`src/rtl/ccr_pkg.sv`:
```
package ccr_pkg;

   // byte-register indices whose rules the block's behaviour depends on
   localparam int IDX_WRITE_ONLY = 3;
   localparam int IDX_LOCK_A     = 11;
   localparam int IDX_MASKED     = 12;
   localparam int IDX_LOCK_B     = 25;

   localparam logic [7:0] MASKED_FIXED = 8'h8A;
   localparam logic [7:0] MASKED_KEEP  = 8'h40;
   localparam logic [7:0] LOCK_B_VALUE = 8'hA0;

   // word offsets with special meaning
   localparam int OFF_POINTER = 0;
   localparam int OFF_WINDOW  = 1;
   localparam int OFF_SEALED  = 2;
   localparam int OFF_CONTROL = 4;

   typedef enum logic [1:0] {
      RULE_PLAIN,
      RULE_LOCKED,
      RULE_HIDDEN,
      RULE_MASKED
   } byte_rule_e;

   function automatic byte_rule_e rule_of(input int idx);
      if (idx == IDX_LOCK_A || idx == IDX_LOCK_B) return RULE_LOCKED;
      if (idx == IDX_WRITE_ONLY)                  return RULE_HIDDEN;
      if (idx == IDX_MASKED)                      return RULE_MASKED;
      return RULE_PLAIN;
   endfunction

   function automatic logic [7:0] init_of(input int idx);
      if (idx == IDX_MASKED) return MASKED_FIXED;
      if (idx == IDX_LOCK_B) return LOCK_B_VALUE;
      return 8'h00;
   endfunction

endpackage

```
`src/rtl/ccr_decode.sv`:
```
module ccr_decode #(
   parameter int ADDR_W = 6,
   localparam int OFF_W = ADDR_W - 2
) (
   input  logic              bus_wr,
   input  logic [ADDR_W-1:0] bus_addr,
   input  logic              ctl_bit,
   output logic [OFF_W-1:0]  off,
   output logic              dir_wr,
   output logic              win_wr,
   output logic              ctl_wr,
   output logic              soft_rst
);
   import ccr_pkg::*;

   logic unused_byte_lanes;
   assign unused_byte_lanes = ^bus_addr[1:0];

   assign off = bus_addr[ADDR_W-1:2];

   logic is_win, is_sealed, is_ctl;
   assign is_win    = (off == OFF_W'(OFF_WINDOW));
   assign is_sealed = (off == OFF_W'(OFF_SEALED));
   assign is_ctl    = (off == OFF_W'(OFF_CONTROL));

   assign win_wr   = bus_wr && is_win;
   assign ctl_wr   = bus_wr && is_ctl;
   assign dir_wr   = bus_wr && !is_win && !is_sealed && !is_ctl;
   assign soft_rst = ctl_wr && ctl_bit;

endmodule

```
`src/rtl/ccr_direct_bank.sv`:
```
module ccr_direct_bank #(
   parameter int DATA_W     = 32,
   parameter int OFF_W      = 4,
   parameter int CTL_KEEP_W = 7,
   localparam int N_DIR     = 1 << OFF_W
) (
   input  logic                           clk,
   input  logic                           rst_n,
   input  logic                           dir_wr,
   input  logic                           ctl_wr,
   input  logic                           soft_rst,
   input  logic [OFF_W-1:0]               off,
   input  logic [DATA_W-1:0]              wdata,
   output logic [N_DIR-1:0][DATA_W-1:0]   q
);
   import ccr_pkg::*;

   for (genvar i = 0; i < N_DIR; i++) begin : g_word
      if (i == OFF_WINDOW || i == OFF_SEALED) begin : g_void
         // never stored: offset 1 is the byte window, offset 2 is sealed
         assign q[i] = '0;
      end else if (i == OFF_CONTROL) begin : g_ctl
         logic [DATA_W-1:0] r;
         always_ff @(posedge clk or negedge rst_n) begin
            if (!rst_n)      r <= '0;
            else if (ctl_wr) r <= DATA_W'(wdata[CTL_KEEP_W-1:0]);
         end
         assign q[i] = r;
      end else begin : g_plain
         logic [DATA_W-1:0] r;
         always_ff @(posedge clk or negedge rst_n) begin
            if (!rst_n)                               r <= '0;
            else if (soft_rst)                        r <= '0;
            else if (dir_wr && off == OFF_W'(i))      r <= wdata;
         end
         assign q[i] = r;
      end
   end


   ctl_width_chk: assert property (@(posedge clk) disable iff (!rst_n)
      ctl_wr |=> (q[OFF_CONTROL][DATA_W-1:CTL_KEEP_W] == '0));


   soft_clears_pointer_chk: assert property (@(posedge clk) disable iff (!rst_n)
      soft_rst |=> (q[OFF_POINTER] == '0));


   ctl_leaves_pointer_chk: assert property (@(posedge clk) disable iff (!rst_n)
      (ctl_wr && !soft_rst) |=> $stable(q[OFF_POINTER]));

endmodule

```
`src/rtl/ccr_byte_bank.sv`:
```
module ccr_byte_bank #(
   parameter int IND_W = 8,
   parameter int N_IND = 32,
   localparam int IDX_W = $clog2(N_IND)
) (
   input  logic                          clk,
   input  logic                          rst_n,
   input  logic                          soft_rst,
   input  logic                          win_wr,
   input  logic [IDX_W-1:0]              idx,
   input  logic [IND_W-1:0]              wdata,
   output logic [N_IND-1:0][IND_W-1:0]   q
);
   import ccr_pkg::*;

   for (genvar i = 0; i < N_IND; i++) begin : g_byte
      localparam byte_rule_e RULE = rule_of(i);
      localparam logic [IND_W-1:0] INIT = IND_W'(init_of(i));
      logic hit;
      assign hit = win_wr && (idx == IDX_W'(i));

      if (RULE == RULE_LOCKED) begin : g_locked
         assign q[i] = INIT;
         logic unused_hit;
         assign unused_hit = hit;
      end else if (RULE == RULE_MASKED) begin : g_masked
         logic [IND_W-1:0] r;
         always_ff @(posedge clk or negedge rst_n) begin
            if (!rst_n)        r <= INIT;
            else if (soft_rst) r <= INIT;
            else if (hit)      r <= (wdata & IND_W'(MASKED_KEEP)) | INIT;
         end
         assign q[i] = r;
      end else begin : g_plain
         // write-only registers store too; the read mux hides them
         logic [IND_W-1:0] r;
         always_ff @(posedge clk or negedge rst_n) begin
            if (!rst_n)        r <= INIT;
            else if (soft_rst) r <= INIT;
            else if (hit)      r <= wdata;
         end
         assign q[i] = r;
      end
   end


   lock_a_hold_chk: assert property (@(posedge clk) disable iff (!rst_n)
      (win_wr && idx == IDX_W'(IDX_LOCK_A)) |=> $stable(q[IDX_LOCK_A]));


   lock_b_hold_chk: assert property (@(posedge clk) disable iff (!rst_n)
      (win_wr && idx == IDX_W'(IDX_LOCK_B)) |=> $stable(q[IDX_LOCK_B]));


   masked_fixed_chk: assert property (@(posedge clk) disable iff (!rst_n)
      win_wr |=> ((q[IDX_MASKED] & ~IND_W'(MASKED_KEEP)) == IND_W'(MASKED_FIXED)));


   soft_ident_chk: assert property (@(posedge clk) disable iff (!rst_n)
      soft_rst |=> (q[IDX_MASKED] == IND_W'(MASKED_FIXED) && q[0] == '0));

endmodule

```
`src/rtl/ccr_read_port.sv`:
```
module ccr_read_port #(
   parameter int DATA_W = 32,
   parameter int OFF_W  = 4,
   parameter int IND_W  = 8,
   parameter int IDX_W  = 5,
   localparam int N_DIR = 1 << OFF_W
) (
   input  logic                         clk,
   input  logic                         rst_n,
   input  logic                         bus_rd,
   input  logic [OFF_W-1:0]             off,
   input  logic [IDX_W-1:0]             idx,
   input  logic [N_DIR-1:0][DATA_W-1:0] dir_q,
   input  logic [IND_W-1:0]             byte_sel,
   output logic [DATA_W-1:0]            rdata
);
   import ccr_pkg::*;

   logic [DATA_W-1:0] next_word;

   always_comb begin
      if (off == OFF_W'(OFF_WINDOW)) begin
         if (idx == IDX_W'(IDX_WRITE_ONLY)) next_word = '0;
         else                               next_word = DATA_W'(byte_sel);
      end else begin
         next_word = dir_q[off];
      end
   end

   always_ff @(posedge clk or negedge rst_n) begin
      if (!rst_n)      rdata <= '0;
      else if (bus_rd) rdata <= next_word;
   end


   hidden_reads_zero_chk: assert property (@(posedge clk) disable iff (!rst_n)
      (bus_rd && off == OFF_W'(OFF_WINDOW) && idx == IDX_W'(IDX_WRITE_ONLY)) |=> (rdata == '0));


   window_zero_ext_chk: assert property (@(posedge clk) disable iff (!rst_n)
      (bus_rd && off == OFF_W'(OFF_WINDOW)) |=> (rdata[DATA_W-1:IND_W] == '0));


   rdata_hold_chk: assert property (@(posedge clk) disable iff (!rst_n)
      !bus_rd |=> $stable(rdata));

endmodule

```
`src/rtl/ccr_codec_port.sv`:
```
module ccr_codec_port #(
   parameter int ADDR_W     = 6,
   parameter int DATA_W     = 32,
   parameter int IND_W      = 8,
   parameter int N_IND      = 32,
   parameter int CTL_KEEP_W = 7
) (
   input  logic              clk,
   input  logic              rst_n,
   input  logic              bus_wr,
   input  logic              bus_rd,
   input  logic [ADDR_W-1:0] bus_addr,
   input  logic [DATA_W-1:0] bus_wdata,
   output logic [DATA_W-1:0] bus_rdata,
   output logic              irq_o
);
   import ccr_pkg::*;

   localparam int OFF_W = ADDR_W - 2;
   localparam int N_DIR = 1 << OFF_W;
   localparam int IDX_W = $clog2(N_IND);

   if (N_DIR <= OFF_CONTROL) begin : g_bad_window
      initial $fatal(1, "window too small for the control word");
   end
   if (N_IND <= IDX_LOCK_B) begin : g_bad_bytes
      initial $fatal(1, "byte bank too small for the fixed indices");
   end
   if (IND_W < 8 || DATA_W < IND_W || DATA_W <= CTL_KEEP_W || DATA_W < IDX_W) begin : g_bad_width
      initial $fatal(1, "inconsistent data widths");
   end

   logic [OFF_W-1:0]             off;
   logic                         dir_wr, win_wr, ctl_wr, soft_rst;
   logic [N_DIR-1:0][DATA_W-1:0] dir_q;
   logic [N_IND-1:0][IND_W-1:0]  byte_q;
   logic [IDX_W-1:0]             idx;
   logic [IND_W-1:0]             byte_sel;

   ccr_decode #(.ADDR_W(ADDR_W)) u_decode (
      .bus_wr   (bus_wr),
      .bus_addr (bus_addr),
      .ctl_bit  (bus_wdata[0]),
      .off      (off),
      .dir_wr   (dir_wr),
      .win_wr   (win_wr),
      .ctl_wr   (ctl_wr),
      .soft_rst (soft_rst)
   );

   ccr_direct_bank #(.DATA_W(DATA_W), .OFF_W(OFF_W), .CTL_KEEP_W(CTL_KEEP_W)) u_direct (
      .clk      (clk),
      .rst_n    (rst_n),
      .dir_wr   (dir_wr),
      .ctl_wr   (ctl_wr),
      .soft_rst (soft_rst),
      .off      (off),
      .wdata    (bus_wdata),
      .q        (dir_q)
   );

   assign idx = dir_q[OFF_POINTER][IDX_W-1:0];

   ccr_byte_bank #(.IND_W(IND_W), .N_IND(N_IND)) u_bytes (
      .clk      (clk),
      .rst_n    (rst_n),
      .soft_rst (soft_rst),
      .win_wr   (win_wr),
      .idx      (idx),
      .wdata    (bus_wdata[IND_W-1:0]),
      .q        (byte_q)
   );

   assign byte_sel = byte_q[idx];

   ccr_read_port #(.DATA_W(DATA_W), .OFF_W(OFF_W), .IND_W(IND_W), .IDX_W(IDX_W)) u_read (
      .clk      (clk),
      .rst_n    (rst_n),
      .bus_rd   (bus_rd),
      .off      (off),
      .idx      (idx),
      .dir_q    (dir_q),
      .byte_sel (byte_sel),
      .rdata    (bus_rdata)
   );

   assign irq_o = 1'b0;


   pointer_load_chk: assert property (@(posedge clk) disable iff (!rst_n)
      (bus_wr && off == OFF_W'(OFF_POINTER)) |=> (idx == $past(bus_wdata[IDX_W-1:0])));


   sealed_reads_zero_chk: assert property (@(posedge clk) disable iff (!rst_n)
      (bus_rd && off == OFF_W'(OFF_SEALED)) |=> (bus_rdata == '0));

endmodule

```
`config.mk`:
```
export PLATFORM = sky130hd
export DESIGN_NAME = ccr_codec_port
export DESIGN_NICKNAME = d
export VERILOG_FILES = /design/src/rtl/ccr_pkg.sv /design/src/rtl/ccr_decode.sv /design/src/rtl/ccr_direct_bank.sv /design/src/rtl/ccr_byte_bank.sv /design/src/rtl/ccr_read_port.sv /design/src/rtl/ccr_codec_port.sv
export SDC_FILE = /design/constraint.sdc
export NUM_CORES = 1
export LEC_CHECK = 0
export BUFFER_PORTS_ARGS = -buffer_cell sky130_fd_sc_hd__buf_4
export CAP_MARGIN = 20
export CORE_MARGIN = 2
export CORE_UTILIZATION = 40
export DETAILED_ROUTE_END_ITERATION = 8
export PLACE_DENSITY_LB_ADDON = 0.3
export SLEW_MARGIN = 15
export SYNTH_ARGS = -nofsm -noshare
export SYNTH_HDL_FRONTEND = slang
export SYNTH_SLANG_ARGS = --single-unit
```
`constraint.sdc`:
```
create_clock -name clk -period 3.8 [get_ports clk]
set_input_delay 0.76 -clock clk [delete_from_list [all_inputs] [get_ports clk]]
set_output_delay 0.76 -clock clk [all_outputs]
set_load 0.1 [all_outputs]
```
==> results.cfg <==
[sta]
grt_setup_unrepaired = no
period_needed_ns = 3.10
setup_viol = 0
fmax_ghz = 0.322
slew_viol_final = 0
finalWorstSetupSlack_ns = 0.698
period_share_pct = 81.6
skew_ns = 0.0409
worst_pin_slew_ns = 0.860
hold_violations = 0
setup-tns-final_ns = 0
maxSlewHeadroom_pct = 42.7

[clock_network]
clk_latency_ns = 0.65
post_cts_buffers = 0
cts_made_buffers = 75
cts_buffer_depth = 3
htree_levels = 3
ctsResizeCount = 0
cts_tree = built
root_buffer = clkbuf_16
cts_hold_buf = 0
clkTransAtPathRegs_ns = 0.06
clock_sinks = 688

[synth]
synthCells = 3430
syn-mean-instance-area_um2 = 9.62
synth-edff-count = 0
syn_area_mm2 = 0.0330
synth_top_area_share_pct = 52.2
synth_area_leaders = dfrtp_1 (52%), nand2_1 (11%), a21oi_1 (8.3%)
ys_ff_latch = 688
synth_cell_types = 66
syn-num-nets = 3472
synthAdderAreaFrac_pct = 0
synthXorXnorAreaFrac_pct = 0
yosysSeqAreaShare_pct = 52.2
synth_warnings = 0
synth-main-ff-cell = dfrtp_1
post-synth-top-area-cell = dfrtp_1
synthMuxAreaShare_pct = 12.7
synth_top_family_by_area = simple AND/OR/NAND/NOR gates
synth-simple-area-share_pct = 15.6
async_flop_share_pct = 100
synth-compound-area-share_pct = 14.9

[grt]
grtUsageMet1_pct = 34.2
grt_pass1_vias = 25900
grt_max_degree = 83
antenna_found_initial = 3
grtUsageTotal_pct = 23.9
global_route.usage.met3_pct = 3.54
grt-ovfl-total = 0
grt_pass1_wl_um = 159000
gr-usage-met2_pct = 37.8
grt_busiest_layer = met2

[critical_path]
start_kind = flip-flop
cpPeakStageDelay_ns = 0.70
cp_cell_sequence = inv_1, nor2_1, nand2_2, nor2_2, nor2_1, a211oi_1
cp_max_fo = 22
crit_path_end_kind = flip-flop
critPathMostFrequentCell = nor2_1
regToRegSetupSlack_ns = 0.70
cp.arrival_ns = 3.62
cp.required_ns = 4.32
cp_slowest_cell = nor2_1
criticalPathCategory = flip-flop to flip-flop

[final_layout]
drive_above_1_share_pct = 16.0
nets = 3398
design_area_mm2 = 0.0374
area.growth.synth_to_final_pct = 13.4
diodes = 0

[pwr]
p_leak_nw = 16.2
p_switching_mw = 6.02
p_clk_share_pct = 38.1
p_seq_share_pct = 44.1
pwr_density_cell_mw_per_mm2 = 542
ir_drop_mv = 0.312
total_power_mw = 20.3
p_sw_share_pct = 29.6
power_frac_comb_pct = 17.7
intPower_mw = 14.3

[drt]
drc = 0
routedWlPerCell_um = 22.6
routed_via_density = 5.79
postRouteAntennaNets = 0
drtIter0Drc = 2765
finalWirelength_um = 101000
vias = 26000
dr.pass1.iters = 6

[placed_design]
dp_slack_ns = 0.722
place_area_mm2 = 0.0348
place.gp.congestion = 0.825
hpwl_um = 59200
port_buffers = 71

[outcome]
outcome = completed

[floorplan]
die_height_um = 291
die_x_um = 291
core-area_mm2 = 0.0818
ios = 75
die-area_mm2 = 0.0848
row_count = 105
start_util_pct = 40.3

[worst_hold_path]
min_path_type = input pin to asynchronous set/reset pin

[run]
cap_violations = 0
flip-flops by register name (all words and copies together) (netlist names):
signal	cells
u_bytes.g_byte.g_masked.r	1
u_bytes.g_byte.g_plain.r	232
u_direct.g_word.g_ctl.r	7
u_direct.g_word.g_plain.r	416
u_read.rdata	32
cells by family after synthesis:
| group | after synthesis |
|---|---|
| flops | 688 |
| buf+inv | 333 |
| compound gates | 868 |
| mux | 284 |
| simple gates | 1256 |
| other cells | 1 |
per-stage QoR:
step	util (%)	hold WS (ns)	std cells
5_1_grt	45.7	0.159	4485
3_3_place_gp	42.5	0.462	4349
2_1_floorplan	-	0.445	3430
4_1_cts	45.7	0.139	4485
6_report	45.7	0.118	4485
3_5_place_dp	42.5	0.462	4349
synth_stat cells, drive strengths merged (5+ instances only):
master and count:
a211oi 35, a21oi 546, a221oi 11, a222oi 24, a22o 25, a22oi 38, a31oi 8, buf 160
clkbuf 169, dfrtp 688, mux2 71, mux2i 112, mux4 101, nand2 1013, nand2b 7, nand3 18
nor2 173, nor2b 9, nor3 14, o21ai 145, o22ai 6, o32ai 5, or3 5
final cells by class:
type,count,area [um^2]
Clock buffer,110,2220
Clock inverter,26,394
Fill cell,7630,44400
Inverter,4,15.0
Multi-Input combinational cell,2409,14400
Sequential cell,688,17200
Tap cell,1070,1340
Timing Repair Buffer,178,1810
per-layer routing:
layer / part of all wire (%) / up-vias
met5: 0.031 / -
met4: 2.3 / 6
met3: 7.1 / 151
met2: 47 / 927
met1: 44 / 13300
li1: - / 11600
worst paths after layout:
| path | from | to | cells past startpoint |
|---|---|---|---|
| worst min register to register | u_direct.g_word[4].g_ctl.r[0] | u_direct.g_word[4].g_ctl.r[0] | 1 |
| worst max-delay path | u_direct.g_word[0].g_plain.r[2] | u_bytes.g_byte[21].g_plain.r[0] | 6 |
| worst min-delay path | rst_n | u_direct.g_word[13].g_plain.r[9] | 1 |
| max in group asynchronous | rst_n | u_bytes.g_byte[3].g_plain.r[4] | 2 |
| worst max register to register | u_direct.g_word[0].g_plain.r[2] | u_bytes.g_byte[21].g_plain.r[0] | 6 |
| min in group clk | bus_wdata[8] | u_direct.g_word[6].g_plain.r[8] | 3 |
cells in the final DEF (no fill, tap or decap), types with 71 or more instances in the layout:
cell,instances
a21oi_1,546
buf_4,138
clkbuf_16,76
dfrtp_1,686
mux2_2,71
mux2i_1,112
mux4_2,101
nand2_1,1006
nor2_1,138
o21ai_0,144
worst max-delay path, delay by kind of cell, from the launching register on:
kind            cells  cell delay [ns]
simple gates        4             1.83
flops               1             0.67
buf+inv             1             0.27
compound gates      1             0.20
power by group through the flow:
stage | clock, mW | sequential (mW) | combinational (mW)
global placement | 0 | 9.06 | 3.53
finish | 7.74 | 8.96 | 3.60
CTS | 7.85 | 8.96 | 3.60
global route | 8.15 | 9.09 | 3.91
floorplan | 0 | 9.31 | 2.19
detailed placement | 0 | 9.09 | 3.59
Power figures use the tool's default switching activity.
